$ cat config.mk
export PLATFORM = sky130hd
export DESIGN_NAME = supply_qualifier
export DESIGN_NICKNAME = d
export VERILOG_FILES = /design/src/rtl/qual_pkg.sv /design/src/rtl/input_monitor.sv /design/src/rtl/source_arbiter.sv /design/src/rtl/supply_qualifier.sv
export SDC_FILE = /design/constraint.sdc
export NUM_CORES = 1
export LEC_CHECK = 0
export CAP_MARGIN = 15
export CORE_UTILIZATION = 30
export CTS_CLUSTER_DIAMETER = 50
export DETAILED_ROUTE_END_ITERATION = 10
export DONT_BUFFER_PORTS = 1
export GPL_TIMING_DRIVEN = 0
export HOLD_SLACK_MARGIN = 0.02
export PLACE_DENSITY_LB_ADDON = 0.1
export REMOVE_ABC_BUFFERS = 1
export SLEW_MARGIN = 20
export SYNTH_ARGS = -nofsm -noshare
export SYNTH_HDL_FRONTEND = slang
export SYNTH_SLANG_ARGS = --single-unit
$ cat constraint.sdc
create_clock -name clk -period 3.6 [get_ports clk]
set_input_delay 0.36 -clock clk [delete_from_list [all_inputs] [get_ports clk]]
set_output_delay 0.36 -clock clk [all_outputs]
set_load 0.01 [all_outputs]
$ cat src/rtl/qual_pkg.sv
package qual_pkg;

    // Per-input status as seen at the ports
    typedef enum logic [1:0] {
        ST_BELOW = 2'd0,
        ST_GOOD  = 2'd1,
        ST_OVER  = 2'd2
    } in_stat_t;

    // Selected charging source
    typedef enum logic [1:0] {
        SEL_NONE = 2'd0,
        SEL_ADP  = 2'd1,
        SEL_USB  = 2'd2
    } src_t;

    // Per-input qualification machine
    typedef enum logic [1:0] {
        MS_OFF    = 2'd0,
        MS_ON     = 2'd1,
        MS_OVPEND = 2'd2,
        MS_OVLOCK = 2'd3
    } mon_state_t;

endpackage

$ cat src/rtl/input_monitor.sv
module input_monitor
    import qual_pkg::*;
#(
    parameter int MV_W        = 16,
    parameter int DLY_W       = 8,
    parameter int PON_RISE_MV = 3900,
    parameter int PON_FALL_MV = 3700,
    parameter int OV_MV       = 6800,
    parameter int OV_HYST_MV  = 90,
    parameter int HR_RISE_MV  = 150,
    parameter int HR_FALL_MV  = 80
) (
    input  logic             clk,
    input  logic             rst_n,
    input  logic [MV_W-1:0]  vin,
    input  logic [MV_W-1:0]  vbat,
    input  logic [DLY_W-1:0] ov_delay,
    output logic [1:0]       stat,
    output logic             headroom_ok
);

    localparam logic [MV_W-1:0] ON_V   = MV_W'(PON_RISE_MV);
    localparam logic [MV_W-1:0] OFF_V  = MV_W'(PON_FALL_MV);
    localparam logic [MV_W-1:0] OV_V   = MV_W'(OV_MV);
    localparam logic [MV_W-1:0] REL_V  = MV_W'(OV_MV - OV_HYST_MV);
    localparam logic signed [MV_W:0] HR_SET = (MV_W+1)'(HR_RISE_MV);
    localparam logic signed [MV_W:0] HR_CLR = (MV_W+1)'(HR_FALL_MV);

    mon_state_t st, st_nx;
    logic [DLY_W-1:0] cnt, cnt_nx;
    logic [DLY_W:0]   cnt_inc;
    logic on_rise, on_fall, ov_hi, ov_rel, instant, reached;
    logic signed [MV_W:0] diff;

    assign on_rise = vin > ON_V;
    assign on_fall = vin < OFF_V;
    assign ov_hi   = vin > OV_V;
    assign ov_rel  = vin < REL_V;
    assign instant = ov_delay <= DLY_W'(1);
    assign cnt_inc = {1'b0, cnt} + (DLY_W+1)'(1);
    assign reached = cnt_inc >= {1'b0, ov_delay};
    assign diff    = $signed({1'b0, vin}) - $signed({1'b0, vbat});

    // State register, counter and headroom flag
    always_ff @(posedge clk) begin
        if (!rst_n) begin
            st          <= MS_OFF;
            cnt         <= '0;
            headroom_ok <= 1'b0;
        end else begin
            st  <= st_nx;
            cnt <= cnt_nx;
            if (diff > HR_SET)
                headroom_ok <= 1'b1;
            else if (diff < HR_CLR)
                headroom_ok <= 1'b0;
        end
    end

    // Next state
    always_comb begin
        st_nx  = st;
        cnt_nx = cnt;
        unique case (st)
            MS_OFF, MS_ON: begin
                if ((st == MS_ON || on_rise) && ov_hi) begin
                    if (instant) begin
                        st_nx = MS_OVLOCK;
                    end else begin
                        st_nx  = MS_OVPEND;
                        cnt_nx = DLY_W'(1);
                    end
                end else if (st == MS_OFF && on_rise) begin
                    st_nx = MS_ON;
                end else if (st == MS_ON && on_fall) begin
                    st_nx = MS_OFF;
                end
            end
            MS_OVPEND: begin
                if (!ov_hi) begin
                    st_nx  = on_fall ? MS_OFF : MS_ON;
                    cnt_nx = '0;
                end else if (reached) begin
                    st_nx  = MS_OVLOCK;
                    cnt_nx = '0;
                end else begin
                    cnt_nx = cnt_inc[DLY_W-1:0];
                end
            end
            MS_OVLOCK: begin
                if (ov_rel)
                    st_nx = on_fall ? MS_OFF : MS_ON;
            end
        endcase
    end

    // Outputs
    always_comb begin
        unique case (st)
            MS_OFF:           stat = ST_BELOW;
            MS_ON, MS_OVPEND: stat = ST_GOOD;
            MS_OVLOCK:        stat = ST_OVER;
        endcase
    end

endmodule

$ cat src/rtl/source_arbiter.sv
module source_arbiter
    import qual_pkg::*;
#(
    parameter int MV_W = 16
) (
    input  logic            clk,
    input  logic            rst_n,
    input  logic [1:0]      adp_stat,
    input  logic [1:0]      usb_stat,
    input  logic            adp_hr,
    input  logic            usb_hr,
    input  logic [MV_W-1:0] usb_mv,
    input  logic [MV_W-1:0] byp_mv,
    output logic            present_n,
    output logic [1:0]      src_sel,
    output logic            ldo_en,
    output logic            byp_en
);

    logic rev_drive;
    logic adp_ok, usb_ok;

    always_ff @(posedge clk) begin
        if (!rst_n)
            rev_drive <= 1'b0;
        else
            rev_drive <= byp_mv > usb_mv;
    end

    assign adp_ok = adp_stat == ST_GOOD;
    assign usb_ok = usb_stat == ST_GOOD;

    always_comb begin
        present_n = !(adp_ok || usb_ok);
        ldo_en    = adp_ok;
        byp_en    = usb_ok && !rev_drive;
        if (adp_ok && adp_hr)
            src_sel = SEL_ADP;
        else if (usb_ok && usb_hr)
            src_sel = SEL_USB;
        else
            src_sel = SEL_NONE;
    end

endmodule

$ cat src/rtl/supply_qualifier.sv
module supply_qualifier
    import qual_pkg::*;
#(
    parameter int MV_W           = 16,
    parameter int DLY_W          = 8,
    parameter int PON_RISE_MV    = 3900,
    parameter int PON_FALL_MV    = 3700,
    parameter int ADP_OV_MV      = 6800,
    parameter int ADP_OV_HYST_MV = 90,
    parameter int USB_OV_MV      = 5400,
    parameter int USB_OV_HYST_MV = 60,
    parameter int HR_RISE_MV     = 150,
    parameter int HR_FALL_MV     = 80
) (
    input  logic             clk,
    input  logic             rst_n,
    input  logic [MV_W-1:0]  adp_mv,
    input  logic [MV_W-1:0]  usb_mv,
    input  logic [MV_W-1:0]  bat_mv,
    input  logic [MV_W-1:0]  byp_mv,
    input  logic [DLY_W-1:0] ov_delay,
    output logic             present_n,
    output logic [1:0]       src_sel,
    output logic             ldo_en,
    output logic             byp_en,
    output logic [1:0]       adp_stat,
    output logic [1:0]       usb_stat
);

    localparam int N_IN = 2;   // channel 0 adapter, channel 1 USB

    logic [MV_W-1:0] ch_v    [N_IN];
    logic [1:0]      ch_stat [N_IN];
    logic            ch_hr   [N_IN];

    assign ch_v[0] = adp_mv;
    assign ch_v[1] = usb_mv;

    for (genvar g = 0; g < N_IN; g++) begin : g_ch
        input_monitor #(
            .MV_W       (MV_W),
            .DLY_W      (DLY_W),
            .PON_RISE_MV(PON_RISE_MV),
            .PON_FALL_MV(PON_FALL_MV),
            .OV_MV      (g == 0 ? ADP_OV_MV : USB_OV_MV),
            .OV_HYST_MV (g == 0 ? ADP_OV_HYST_MV : USB_OV_HYST_MV),
            .HR_RISE_MV (HR_RISE_MV),
            .HR_FALL_MV (HR_FALL_MV)
        ) u_mon (
            .clk        (clk),
            .rst_n      (rst_n),
            .vin        (ch_v[g]),
            .vbat       (bat_mv),
            .ov_delay   (ov_delay),
            .stat       (ch_stat[g]),
            .headroom_ok(ch_hr[g])
        );
    end

    assign adp_stat = ch_stat[0];
    assign usb_stat = ch_stat[1];

    source_arbiter #(.MV_W(MV_W)) u_arb (
        .clk      (clk),
        .rst_n    (rst_n),
        .adp_stat (ch_stat[0]),
        .usb_stat (ch_stat[1]),
        .adp_hr   (ch_hr[0]),
        .usb_hr   (ch_hr[1]),
        .usb_mv   (usb_mv),
        .byp_mv   (byp_mv),
        .present_n(present_n),
        .src_sel  (src_sel),
        .ldo_en   (ldo_en),
        .byp_en   (byp_en)
    );

endmodule

==> metrics.txt <==
# TYPE chip_impl_metric gauge
chip_impl_metric{name="wl_per_cell",unit="um"} 17.3
chip_impl_info{name="min_to",value="g_ch[1].u_mon.st[0]"} 1
chip_impl_metric{name="period_minus_slack",unit="ps"} 3220
chip_impl_metric{name="final_nets",unit=""} 738
chip_impl_info{name="synth-main-ff-cell",value="dfxtp_1"} 1
chip_impl_metric{name="cts.repair_timing.setup_buffer_count",unit=""} 0
chip_impl_metric{name="first_pass_detailed_route_iteration_total",unit=""} 5
chip_impl_metric{name="globalRoute.totalOverflow",unit=""} 0
chip_impl_metric{name="number_of_antenna_violations_at_the_first_check_in_global_routing",unit=""} 0
chip_impl_metric{name="clockBufferDepth",unit=""} 2
chip_impl_info{name="crit-reg2reg-capture",value="g_ch[0].u_mon.cnt[3]"} 1
chip_impl_metric{name="highest_attainable_clock_frequency",unit="MHz"} 311
chip_impl_metric{name="routed-via-count",unit=""} 4312
chip_impl_metric{name="antenna-diode-count",unit=""} 0
chip_impl_metric{name="route.met2.wl",unit="um"} 6430
chip_impl_metric{name="post_synth_num_cell_types",unit=""} 69
chip_impl_metric{name="cts_max_level",unit=""} 1
chip_impl_metric{name="cts_inserted_buffers",unit=""} 3
chip_impl_metric{name="holdBufCountCts",unit=""} 0
chip_impl_metric{name="die-area",unit="mm^2"} 0.0149
chip_impl_metric{name="timing.reg2reg.worst_path_depth",unit=""} 12
chip_impl_metric{name="fin_util",unit=""} 0.329
chip_impl_metric{name="die-height",unit="um"} 122
chip_impl_metric{name="detailedPlace.worstSlack",unit="ps"} 405
chip_impl_info{name="synth_most_common_cell",value="ha_1"} 1
chip_impl_metric{name="detailedRoute.firstIterationViolations",unit=""} 225
chip_impl_metric{name="drive_above_1_share",unit=""} 0.0410
chip_impl_info{name="synthDominantAreaCellType",value="ha_1"} 1
chip_impl_metric{name="worst-r2r-setup-slack",unit="ps"} 380
chip_impl_metric{name="total_power",unit="mW"} 1.40
chip_impl_info{name="worst_r2r_startpoint",value="g_ch[0].u_mon.cnt[0]"} 1
chip_impl_metric{name="powerDensity",unit="mW/mm^2"} 303
chip_impl_metric{name="yosys_register_bits",unit=""} 23
chip_impl_metric{name="maxSlewViolCount",unit=""} 0
chip_impl_info{name="element_type_at_the_critical_path_start",value="flip-flop"} 1
chip_impl_metric{name="worst_hold_path.num_cells",unit=""} 2
chip_impl_metric{name="routed_via_density",unit=""} 5.64
chip_impl_metric{name="fin_skew",unit="ps"} 5.07
chip_impl_metric{name="dp_hpwl",unit="um"} 11300
chip_impl_metric{name="async_set_reset_flop_share_out_of_synthesis",unit=""} 0
chip_impl_metric{name="postRouteAntennaNets",unit=""} 0
chip_impl_info{name="outcome",value="complete, no violations"} 1
chip_impl_metric{name="clock_insertion_delay_worst_skew",unit="ps"} 260
chip_impl_metric{name="route.final.wire_length",unit="um"} 13200
chip_impl_metric{name="netlist_instances",unit=""} 590
chip_impl_info{name="worst-setup-path-type",value="flip-flop to flip-flop"} 1
chip_impl_metric{name="cell_area_synth",unit="mm^2"} 0.00434
chip_impl_metric{name="cts_resized",unit=""} 0
chip_impl_info{name="hold_path_origin",value="rst_n"} 1
chip_impl_metric{name="vdd_drop_max",unit="uV"} 185
chip_impl_metric{name="worst-path-max-fanout",unit=""} 10
chip_impl_info{name="cts_root_buffer",value="clkbuf_16"} 1
chip_impl_metric{name="post-route-drc-count",unit=""} 0
chip_impl_info{name="crit_path_end_kind",value="flip-flop"} 1
chip_impl_metric{name="synth.yosys.warnings",unit=""} 0
chip_impl_info{name="post_synth_most_frequent_cells",value="ha_1 (76), inv_1 (62), a21oi_1 (56)"} 1
chip_impl_metric{name="pin_slew_with_the_least_headroom_to_its_limit",unit="ps"} 643
chip_impl_info{name="top_signal_layer_used",value="met4"} 1
chip_impl_metric{name="area.sequential",unit="um^2"} 460
chip_impl_info{name="tritoncts",value="done"} 1
chip_impl_metric{name="timing.final.crit_share",unit=""} 0.894
chip_impl_metric{name="syn-mean-instance-area",unit="um^2"} 7.35
chip_impl_metric{name="layout-area-overhead-vs-synth",unit="%"} 6.11
chip_impl_metric{name="synth.top_cell.area_share",unit=""} 0.219
chip_impl_metric{name="globalRouteTotalUtil",unit=""} 0.180
chip_impl_metric{name="cts.clk_slew.worst_paths",unit="ps"} 70
chip_impl_metric{name="filler_cell_count",unit=""} 1516
chip_impl_metric{name="clock_sinks",unit=""} 23
chip_impl_metric{name="initial_utilization",unit=""} 0.310
chip_impl_metric{name="num_io_pins",unit=""} 83
chip_impl_metric{name="coreArea",unit="mm^2"} 0.0140
chip_impl_metric{name="place.gp.congestion",unit=""} 0.919
chip_impl_metric{name="final_critical_path_setup_slack",unit="ps"} 382
chip_impl_metric{name="holdWs",unit="ps"} 248
chip_impl_metric{name="rows",unit=""} 43
chip_impl_info{name="worstHoldPathType",value="primary input to flip-flop"} 1
chip_impl_metric{name="leakage",unit="nW"} 2.09
chip_impl_metric{name="largest_net_degree_at_the_start_of_global_routing",unit=""} 17
chip_impl_metric{name="grt_pass1_vias",unit=""} 4205
chip_impl_metric{name="finalSetupTns",unit="ps"} 0
chip_impl_metric{name="met1Wirelength",unit="um"} 6090
chip_impl_metric{name="placement.io_buffers",unit=""} 0
chip_impl_info{name="synth_top_cells_by_area",value="ha_1 (22%), dfxtp_1 (11%), a21oi_1 (6.5%), inv_1 (5.4%), o21ai_0 (3.9%)"} 1
chip_impl_metric{name="synth-seq-area-share",unit=""} 0.106
chip_impl_info{name="setup_repair_after_global_routing_missed_its_margin",value="no"} 1
chip_impl_metric{name="cp_data_arrival_time",unit="ps"} 3400
chip_impl_metric{name="maxCapViolCount",unit=""} 0
chip_impl_metric{name="area_occupied_by_multi_input_gates",unit="mm^2"} 0.00360
chip_impl_metric{name="worst_ep_required_time",unit="ps"} 3780
chip_impl_metric{name="final_hold_viol_count",unit=""} 0
chip_impl_metric{name="max_slew_margin",unit=""} 0.560
chip_impl_metric{name="finalSetupViolCount",unit=""} 0
chip_impl_metric{name="synth_edf_count",unit=""} 0
chip_impl_metric{name="grt_first_pass_wirelength",unit="um"} 21100
chip_impl_metric{name="met3_length",unit="um"} 506
chip_impl_metric{name="die_w",unit="um"} 122
## cell usage in the layout, fill, tap and decap left out, types with 17 or more instances in the layout
master / count
ha_1: 76
a21oi_1: 56
nor2_1: 43
dfxtp_1: 23
nand2_1: 34
inv_1: 62
a21o_1: 17
o21ai_0: 34
## state kept, by name, indices dropped and copies added, names as in the netlist
name                    count
g_ch.u_mon.st               4
g_ch.u_mon.headroom_ok      2
u_arb.rev_drive             1
g_ch.u_mon.cnt             16
## stage by stage
step | instance area [um^2] | instances
CTS | 4600 | 765
finish | 4600 | 765
global placement | 4520 | 761
detailed placement | 4520 | 761
floorplan | 4300 | 581
global route | 4600 | 765
## per-layer routing
metal,vias up,GRT usage
li1,2184,-
met1,2006,0.229
met2,106,0.318
met3,16,0.0242
met4,0,0.0412
met5,-,0
## cell type report
class / instances / share of cell area
sequential: 23 / 0.100
multi-input combinational: 496 / 0.783
tap: 180 / 0.0489
clock buffer: 3 / 0.0163
clock inverter: 1 / 0.00109
inverter: 62 / 0.0506
## worst max-delay path, cell delays in order, from the launching register on
cell and delay (ps):
dfxtp_1 410, ha_1 250, and3_1 250, and3_1 250
xor2_1 190, ha_1 260, a21oi_1 150, nor2b_1 60
a311oi_1 440, nand4_2 340, nor2_2 290, nand3b_1 110
a21oi_1 140
## cells by family (layout without fill, tap and decap cells)
logic type | after synthesis | after routing | synth area share
xor gates and xnor gates | 22 | 22 | 0.0444
buffers and inverters | 71 | 66 | 0.0629
and+or+nand+nor | 193 | 193 | 0.241
AOI/OAI and AO/OA | 196 | 196 | 0.301
adders and majority gates | 78 | 78 | 0.228
muxes | 7 | 7 | 0.0162
DFF | 23 | 23 | 0.106
## worst max-delay path by stage
stage / start / to / slack, ps / cells after the start
floorplan: g_ch[0].u_mon.cnt[0] / g_ch[0].u_mon.st[0] / 910 / 12
global placement: g_ch[0].u_mon.cnt[0] / g_ch[0].u_mon.cnt[2] / 380 / 12
detailed placement: g_ch[0].u_mon.cnt[0] / g_ch[0].u_mon.cnt[2] / 410 / 12
CTS: g_ch[0].u_mon.cnt[0] / g_ch[0].u_mon.cnt[3] / 370 / 12
global route: g_ch[0].u_mon.cnt[0] / g_ch[0].u_mon.cnt[4] / 100 / 12
finish: g_ch[0].u_mon.cnt[0] / g_ch[0].u_mon.cnt[3] / 380 / 12
## where the power goes
part	switching [mW]	internal, mW
logic	0.492	0.323
clock network	0.105	0.150
registers	0.0400	0.285
No activity file was read; power rests on OpenSTA's default activity.
